**config.mk**
```make
export PLATFORM = sky130hd
export DESIGN_NAME = mux_burst_writer
export DESIGN_NICKNAME = d
export VERILOG_FILES = /design/src/rtl/mbw_pkg.sv /design/src/rtl/mbw_ctrl.sv /design/src/rtl/mbw_datapath.sv /design/src/rtl/mux_burst_writer.sv
export SDC_FILE = /design/constraint.sdc
export NUM_CORES = 1
export LEC_CHECK = 0
export ABC_AREA = 1
export BUFFER_PORTS_ARGS = -buffer_cell sky130_fd_sc_hd__buf_2
export CAP_MARGIN = 30
export CORE_MARGIN = 2
export CORE_UTILIZATION = 52
export CTS_BUF_LIST = sky130_fd_sc_hd__clkbuf_8
export CTS_CLUSTER_DIAMETER = 200
export DETAILED_ROUTE_END_ITERATION = 7
export GPL_TIMING_DRIVEN = 0
export PLACE_DENSITY_LB_ADDON = 0.08
export SLEW_MARGIN = 20
export SYNTH_ARGS = -nofsm -noshare
export SYNTH_HDL_FRONTEND = slang
export SYNTH_SLANG_ARGS = --single-unit
```
**constraint.sdc**
```tcl
create_clock -name clk -period 2.5 [get_ports clk]
set_clock_uncertainty 0.2 [all_clocks]
set_input_delay 0.5 -clock clk [delete_from_list [all_inputs] [get_ports clk]]
set_output_delay 0.5 -clock clk [all_outputs]
set_load 0.02 [all_outputs]
```
**src/rtl/mbw_pkg.sv**
```systemverilog
`timescale 1ns/1ps
package mbw_pkg;
  typedef enum logic [1:0] {PH_IDLE, PH_ACC, PH_BURST, PH_TAIL} phase_t;
  typedef enum logic [1:0] {SEL_ADDR_HI, SEL_ADDR_LO, SEL_DATA} busSel_t;
  typedef struct packed {
    logic    loadAddr;
    logic    capData;
    busSel_t busSel;
  } dpStrobe_t;
endpackage

```
**src/rtl/mbw_ctrl.sv**
```systemverilog
`timescale 1ns/1ps
module mbw_ctrl
  import mbw_pkg::*;
#(
  parameter int BEAT_W = 4,
  parameter int DON_W  = 4,
  parameter int BT_W   = 4,
  parameter int CYC_W  = 5
) (
  input  logic              clk,
  input  logic              rstN,
  input  logic              reqValid,
  input  logic              reqMode,
  input  logic [BEAT_W-1:0] reqBeats,
  input  logic [DON_W-1:0]  cfgDataOn,
  input  logic [DON_W-1:0]  cfgWeOn,
  input  logic [CYC_W-1:0]  cfgAccess,
  input  logic [BT_W-1:0]   cfgBeatTime,
  input  logic [CYC_W-1:0]  cfgCycle,
  output dpStrobe_t         strobe,
  output logic              busy,
  output logic              csN,
  output logic              weN,
  output logic              oeN,
  output logic              dir
);
  localparam int CNT_W = ((CYC_W > DON_W) ? CYC_W : DON_W) + 1;

  phase_t            phase;
  logic [CNT_W-1:0]  cnt;
  logic [CNT_W-1:0]  accQ, cycQ, weOnQ, dataOnQ;
  logic [BT_W-1:0]   btQ, tmr;
  logic [BEAT_W-1:0] beatsLeft;
  logic              modeQ;

  logic              accept, active, atAccess, beatEnd, tailNeeded;
  logic [CNT_W-1:0]  dataStart;

  assign accept     = (phase == PH_IDLE) && reqValid;
  assign active     = (phase != PH_IDLE);
  assign dataStart  = modeQ ? weOnQ : dataOnQ;
  assign atAccess   = (phase == PH_ACC) && (cnt == accQ);
  assign beatEnd    = (phase == PH_BURST) && (tmr == '0);
  assign tailNeeded = (accQ + CNT_W'(1)) < cycQ;

  always_ff @(posedge clk or negedge rstN) begin
    if (!rstN) begin
      phase     <= PH_IDLE;
      cnt       <= '0;
      accQ      <= '0;
      cycQ      <= '0;
      weOnQ     <= '0;
      dataOnQ   <= '0;
      btQ       <= '0;
      tmr       <= '0;
      beatsLeft <= '0;
      modeQ     <= 1'b0;
    end else begin
      unique case (phase)
        PH_IDLE: begin
          if (accept) begin
            phase     <= PH_ACC;
            cnt       <= '0;
            accQ      <= CNT_W'(cfgAccess);
            cycQ      <= CNT_W'(cfgCycle);
            weOnQ     <= CNT_W'(cfgWeOn);
            dataOnQ   <= CNT_W'(cfgDataOn);
            btQ       <= (cfgBeatTime == '0) ? BT_W'(1) : cfgBeatTime;
            beatsLeft <= (reqBeats == '0) ? '0 : reqBeats - BEAT_W'(1);
            modeQ     <= reqMode;
          end
        end
        PH_ACC: begin
          if (atAccess) begin
            if (beatsLeft != '0) begin
              phase     <= PH_BURST;
              tmr       <= btQ - BT_W'(1);
              beatsLeft <= beatsLeft - BEAT_W'(1);
            end else if (tailNeeded) begin
              phase <= PH_TAIL;
              cnt   <= cnt + CNT_W'(1);
            end else begin
              phase <= PH_IDLE;
            end
          end else begin
            cnt <= cnt + CNT_W'(1);
          end
        end
        PH_BURST: begin
          if (tmr == '0) begin
            if (beatsLeft != '0) begin
              tmr       <= btQ - BT_W'(1);
              beatsLeft <= beatsLeft - BEAT_W'(1);
            end else if (tailNeeded) begin
              phase <= PH_TAIL;
              cnt   <= cnt + CNT_W'(1);
            end else begin
              phase <= PH_IDLE;
            end
          end else begin
            tmr <= tmr - BT_W'(1);
          end
        end
        PH_TAIL: begin
          if (cnt + CNT_W'(1) >= cycQ) phase <= PH_IDLE;
          else cnt <= cnt + CNT_W'(1);
        end
        default: phase <= PH_IDLE;
      endcase
    end
  end

  // Strobes toward the datapath
  always_comb begin
    strobe.loadAddr = accept;
    strobe.capData  = ((phase == PH_ACC) && (cnt + CNT_W'(1) == dataStart)) ||
                      (atAccess && (beatsLeft != '0)) ||
                      (beatEnd && (beatsLeft != '0));
    if ((phase == PH_ACC) && (cnt < dataStart))
      strobe.busSel = (modeQ && (cnt == '0)) ? SEL_ADDR_HI : SEL_ADDR_LO;
    else
      strobe.busSel = SEL_DATA;
  end

  // Control pins; during the burst cnt sits frozen at the access cycle
  assign busy = active;
  assign csN  = !active;
  assign dir  = active;
  assign weN  = !(active && (phase != PH_TAIL) && (cnt >= weOnQ));
  assign oeN  = !((phase == PH_ACC) && modeQ && (cnt == '0));
endmodule

```
**src/rtl/mbw_datapath.sv**
```systemverilog
`timescale 1ns/1ps
module mbw_datapath
  import mbw_pkg::*;
#(
  parameter int BUS_W = 16
) (
  input  logic               clk,
  input  logic               rstN,
  input  dpStrobe_t          strobe,
  input  logic [2*BUS_W-1:0] reqAddr,
  input  logic [BUS_W-1:0]   wrData,
  output logic [BUS_W-1:0]   busOut
);
  localparam int ADDR_W = 2 * BUS_W;

  logic [ADDR_W-1:0] addrQ;
  logic [BUS_W-1:0]  dataQ;

  always_ff @(posedge clk or negedge rstN) begin
    if (!rstN) begin
      addrQ <= '0;
      dataQ <= '0;
    end else begin
      if (strobe.loadAddr) addrQ <= reqAddr;
      if (strobe.capData)  dataQ <= wrData;
    end
  end

  // dataQ is only rewritten by a new beat, which gives bus keeping for free
  always_comb begin
    unique case (strobe.busSel)
      SEL_ADDR_HI: busOut = addrQ[ADDR_W-1:BUS_W];
      SEL_ADDR_LO: busOut = addrQ[BUS_W-1:0];
      default:     busOut = dataQ;
    endcase
  end
endmodule

```
**src/rtl/mux_burst_writer.sv**
```systemverilog
`timescale 1ns/1ps
module mux_burst_writer
  import mbw_pkg::*;
#(
  parameter int BUS_W  = 16,
  parameter int BEAT_W = 4,
  parameter int DON_W  = 4,
  parameter int BT_W   = 4,
  parameter int CYC_W  = 5,
  localparam int ADDR_W = 2 * BUS_W
) (
  input  logic              clk,
  input  logic              rstN,
  input  logic              reqValid,
  input  logic              reqMode,
  input  logic [ADDR_W-1:0] reqAddr,
  input  logic [BEAT_W-1:0] reqBeats,
  input  logic [BUS_W-1:0]  wrData,
  output logic              beatAck,
  input  logic [DON_W-1:0]  cfgDataOn,
  input  logic [DON_W-1:0]  cfgWeOn,
  input  logic [CYC_W-1:0]  cfgAccess,
  input  logic [BT_W-1:0]   cfgBeatTime,
  input  logic [CYC_W-1:0]  cfgCycle,
  output logic              busy,
  output logic              csN,
  output logic              weN,
  output logic              oeN,
  output logic              dir,
  output logic [BUS_W-1:0]  busOut
);
  dpStrobe_t strobe;

  mbw_ctrl #(
    .BEAT_W(BEAT_W), .DON_W(DON_W), .BT_W(BT_W), .CYC_W(CYC_W)
  ) u_ctrl (
    .clk(clk), .rstN(rstN), .reqValid(reqValid), .reqMode(reqMode),
    .reqBeats(reqBeats), .cfgDataOn(cfgDataOn), .cfgWeOn(cfgWeOn),
    .cfgAccess(cfgAccess), .cfgBeatTime(cfgBeatTime), .cfgCycle(cfgCycle),
    .strobe(strobe), .busy(busy), .csN(csN), .weN(weN), .oeN(oeN), .dir(dir)
  );

  mbw_datapath #(.BUS_W(BUS_W)) u_dp (
    .clk(clk), .rstN(rstN), .strobe(strobe), .reqAddr(reqAddr),
    .wrData(wrData), .busOut(busOut)
  );

  assign beatAck = strobe.capData;
endmodule

```
==> impl_summary.md <==
Timing
The final critical path takes up 128% of the cycle. At the pin with the least slew margin, the transition time is 0.669 ns. Setup repair after global routing could not meet its margin everywhere.

The clock period minus final worst setup slack is between 3 and 4 ns. Based on the critical path, the design can be clocked at up to 313 MHz. The number of pins with negative max-slew slack in the final report is 0. The hold violation count in the final report was 0. After layout, the worst setup slack is -0.696 ns.

Setup violations remaining at the end of the flow were counted as 24. In this run the tightest slew margin relative to its limit is a little under three fifths.

Clock tree
The clock sink count is between 80 and 90. The cell sitting at the root of the clock tree is a clkbuf_8. The CTS tree is built. The maximum clock insertion buffer count is 2.

The number of H-tree levels is 3. The clock slew at the register clock pins of the worst setup and hold paths is roughly 0.09 ns. The TritonCTS buffer count is 9. The clock insertion delay at the later pin of the skew report is approximately 0.37 ns.

GRT
Entering global routing, the biggest net connects 59 pins. The via count of the first global-routing pass is 4523. The initial antenna violation count is 0. The global-route wire length before repair is approximately 21000 um.

The global route total overflow is 0. The global router's overall resource usage is ~26%.

Yosys
Among all flip-flop cells after synthesis, the most frequent one is dfrtp_1. Ranked by instance count, the synthesized netlist is headed by nand2_1 (197), dfrtp_1 (87), inv_1 (55), nand3_1 (55), mux2_2 (40). The cell with the most instances after synthesis is nand2_1. The fraction of post-synthesis cell area in the top cell type by area is 43.0%. Counting distinct cell types in the post-synthesis netlist gives 40.

The post-synthesis instance area is approximately 5000 um^2. Ranked by total cell area, the synthesized netlist is headed by dfrtp_1 (43%), nand2_1 (15%), mux2_2 (8.9%), ha_1 (6.9%), nand3_1 (5.4%). Summing the sequential cell areas from Yosys gives roughly 43% of the chip area. The average cell area after synthesis is slightly above 8 um^2. Counting every net in the synthesized netlist gives a little over 700.

The library cell with the largest summed area after synthesis is dfrtp_1. Synthesis produced about 600 cells. In this run, synthesis produced a sequential element count of 87. Of all flip-flops after synthesis, the portion carrying an async set or reset was between 90% and 100%. During synthesis, Yosys emitted a total of 0 warnings.

The synthesized design contains 0 enable-type register cells.

Die
The floorplan step defined a die boundary enclosing 10500 um^2. 100 I/O pins were placed. The count of standard-cell rows is 36. Measured along the y axis, the die boundary spans 103 um. The initial utilization of the core area, before any placement, comes to a little over half. The standard cell core area is 9590 um^2. The die span in x is roughly 100 um.

Critical path
For the worst setup path, the data required time is 1.80 ns. Data arrives at the worst endpoint at ~2.5 ns. STA classifies the critical path startpoint as a flop. The maximum fanout along the worst path is 8. The critical path capture point type is an output pin. The critical path is of the reg2out type.

Layout
The number of antenna diodes in the final layout is 0. In the final layout, the multi-input gates occupy ~3000 um^2. The final instance area is between 6000 and 7000 um^2. The filler cells instantiated in the layout total 750.

The sequential cells in the finished layout cover a total of ~2200 um^2. Leaving out filler cells and counting taps, the final layout contains ~900. In the final layout, the share of cells above drive strength 1 is between 40% and 50%. The synthesis-to-layout area growth is 38.1%. The post-layout net count is roughly 880.

Route
For this block, the routed nets add up to 14100 um of wire. The number of routed nets with antenna violations is 0. The detail-routed net length per standard cell is roughly 16 um.

Summing over every cut layer, the via total after detailed routing is slightly below 5000. The number of detailed-routing iterations run before antenna repair is 8. For this run, design rule violations remaining after detail routing come to 1. For this block, the initial DRC count from the detailed router was 268. The average via count per standard cell is between 5 and 6.

Power and ir drop
Internal power comes to 0.00544 W. The switching share of power is ~44%. The share of total power in sequential cells is roughly a quarter. The largest vdd supply drop is 854 uV. The switching power total is around 0.0043 W. The clock network accounts for between 10% and 20% of the total power.

The total power density per cell area is 1390 nW/um^2. Of the total power, combinational logic draws about three fifths. The leakage power figure is approximately 3.6 nW.

Worst hold path
The path class of the tightest hold or removal check is in2reg.

Place
The count of port buffers added during placement is 99. The post-placement cell count is between 800 and 900. The post-DP HPWL is between 9000 and 10000 um. At the end of routability-driven placement, the weighted congestion stood at approximately 0.9.

The instance area after placement is 5890 um^2.

Flow run
The tool flagged a number of max-cap violations equal to 0.

Status
The flow ran to the end, but the final reports show violations. The final reports fail on DRC, setup timing.
## through the flow
| step | total power [W] | TNS, ns | setup slack (ns) | hold slack (ns) | util (%) |
|---|---|---|---|---|---|
| final | 0.00973 | -11.45 | -0.696 | 0.118 | 72.9 |
| after global routing | 0.0104 | -14.78 | -0.833 | 0.109 | 72.9 |
| after CTS | 0.00902 | -10.49 | -0.636 | 0.113 | 67.9 |
| after detailed placement | 0.00701 | -10.01 | -0.514 | 0.265 | 61.3 |
| after global placement | 0.00685 | -9.99 | -0.479 | 0.259 | 61.0 |
| after floorplan | 0.00580 | -1.05 | -0.105 | 0.00441 | - |
## cell families after synthesis
logic type,after synthesis,synth area share [%]
flops,87,43.0
xor+xnor,9,1.70
fa+ha+maj,28,6.92
buf+inv,78,6.57
simple gates,309,25.9
compound gates,64,7.09
mux,40,8.89
## sequential cells by signal, indices dropped and copies added (netlist names)
signal	count
u_dp.addrQ	32
u_ctrl.tmr	4
u_ctrl.btQ	4
u_ctrl.accQ	5
u_ctrl.phase	2
u_ctrl.modeQ	1
u_ctrl.weOnQ	4
u_ctrl.beatsLeft	4
u_ctrl.dataOnQ	4
u_ctrl.cycQ	5
u_dp.dataQ	16
u_ctrl.cnt	6
## cell type report
class | count | area share (%)
clock inverters | 7 | 1.72
flip-flops and latches | 87 | 31.2
repair buffers | 145 | 14.9
clock buffers | 9 | 1.77
multi-input cells | 450 | 42.9
plain buffers | 17 | 1.66
inverters | 60 | 3.40
well taps | 133 | 2.38
## layer usage
metal / track usage [%] / vias to the layer above / part of all wire [%]
met5: 0 / - / 0
met4: 10.2 / 0 / 3.3
met3: 6.24 / 44 / 6.9
met2: 43.4 / 195 / 50
met1: 31.5 / 2316 / 40
li1: - / 2314 / -
## power by group through the flow
stage / clock network [W] / logic [W] / registers, W
6_report: 0.00123 / 0.00594 / 0.00256
3_3_place_gp: 0 / 0.00435 / 0.00250
4_1_cts: 0.00123 / 0.00527 / 0.00252
2_1_floorplan: 0 / 0.00340 / 0.00241
5_1_grt: 0.00131 / 0.00648 / 0.00263
3_5_place_dp: 0 / 0.00448 / 0.00253
## worst paths after layout
| kind | startpoint | end | slack [ns] | cells after the start |
|---|---|---|---|---|
| worst max-delay path | u_ctrl.modeQ$_DFFE_PN0P_ | busOut[1] | -0.70 | 11 |
| worst min-delay path | wrData[0] | u_dp.dataQ[0]$_DFFE_PN0P_ | 0.12 | 3 |
| worst max register to register | u_ctrl.cnt[1]$_DFFE_PN0P_ | u_ctrl.cnt[3]$_DFFE_PN0P_ | -0.12 | 16 |
| worst min register to register | u_ctrl.beatsLeft[2]$_DFFE_PN0P_ | u_ctrl.beatsLeft[2]$_DFFE_PN0P_ | 0.30 | 2 |
| max in group asynchronous | rstN | u_ctrl.cnt[3]$_DFFE_PN0P_ | 1.07 | 3 |
| min in group asynchronous | rstN | u_ctrl.cycQ[2]$_DFFE_PN0P_ | 0.40 | 2 |
## placed cells by master (no fill, tap or decap), drive strengths merged
master	instances
ha	28
dfrtp	87
clkbuf	15
or2	2
a31oi	2
a21o	1
a21oi	23
nand2	200
mux2	40
o211ai	1
xor2	5
bufinv	3
nor2	39
nand4	10
o21ai	32
inv	59
clkinvlp	3
buf	155
o31ai	1
dlygate4sd3	1
nand3	55
o221ai	1
xnor2	4
o21bai	1
nor3b	1
o2111ai	1
o22ai	1
clkinv	2
nor3	2
## what timing repair did
| item | in CTS | in global routing |
|---|---|---|
| gates resized for setup | 73 | 72 |
| endpoints found under the setup margin | 47 | 34 |
| hold buffers | 1 | 0 |
| cloned | 1 | 0 |
| buffers inserted | 21 | 22 |
| hold endpoints to repair | 29 | 0 |
| pin swaps | 18 | 31 |
## critical path, stage by stage (launching register included)
cell	delay (ns)
dfrtp_1	0.37
buf_6	0.18
nand2_1	0.10
o21ai_1	0.15
ha_1	0.29
nand2_1	0.11
o2111ai_4	0.14
nor3_4	0.32
buf_6	0.21
nand2_2	0.07
nand3_2	0.06
buf_6	0.11
Note: power is estimated with default switching activity, not from simulation.
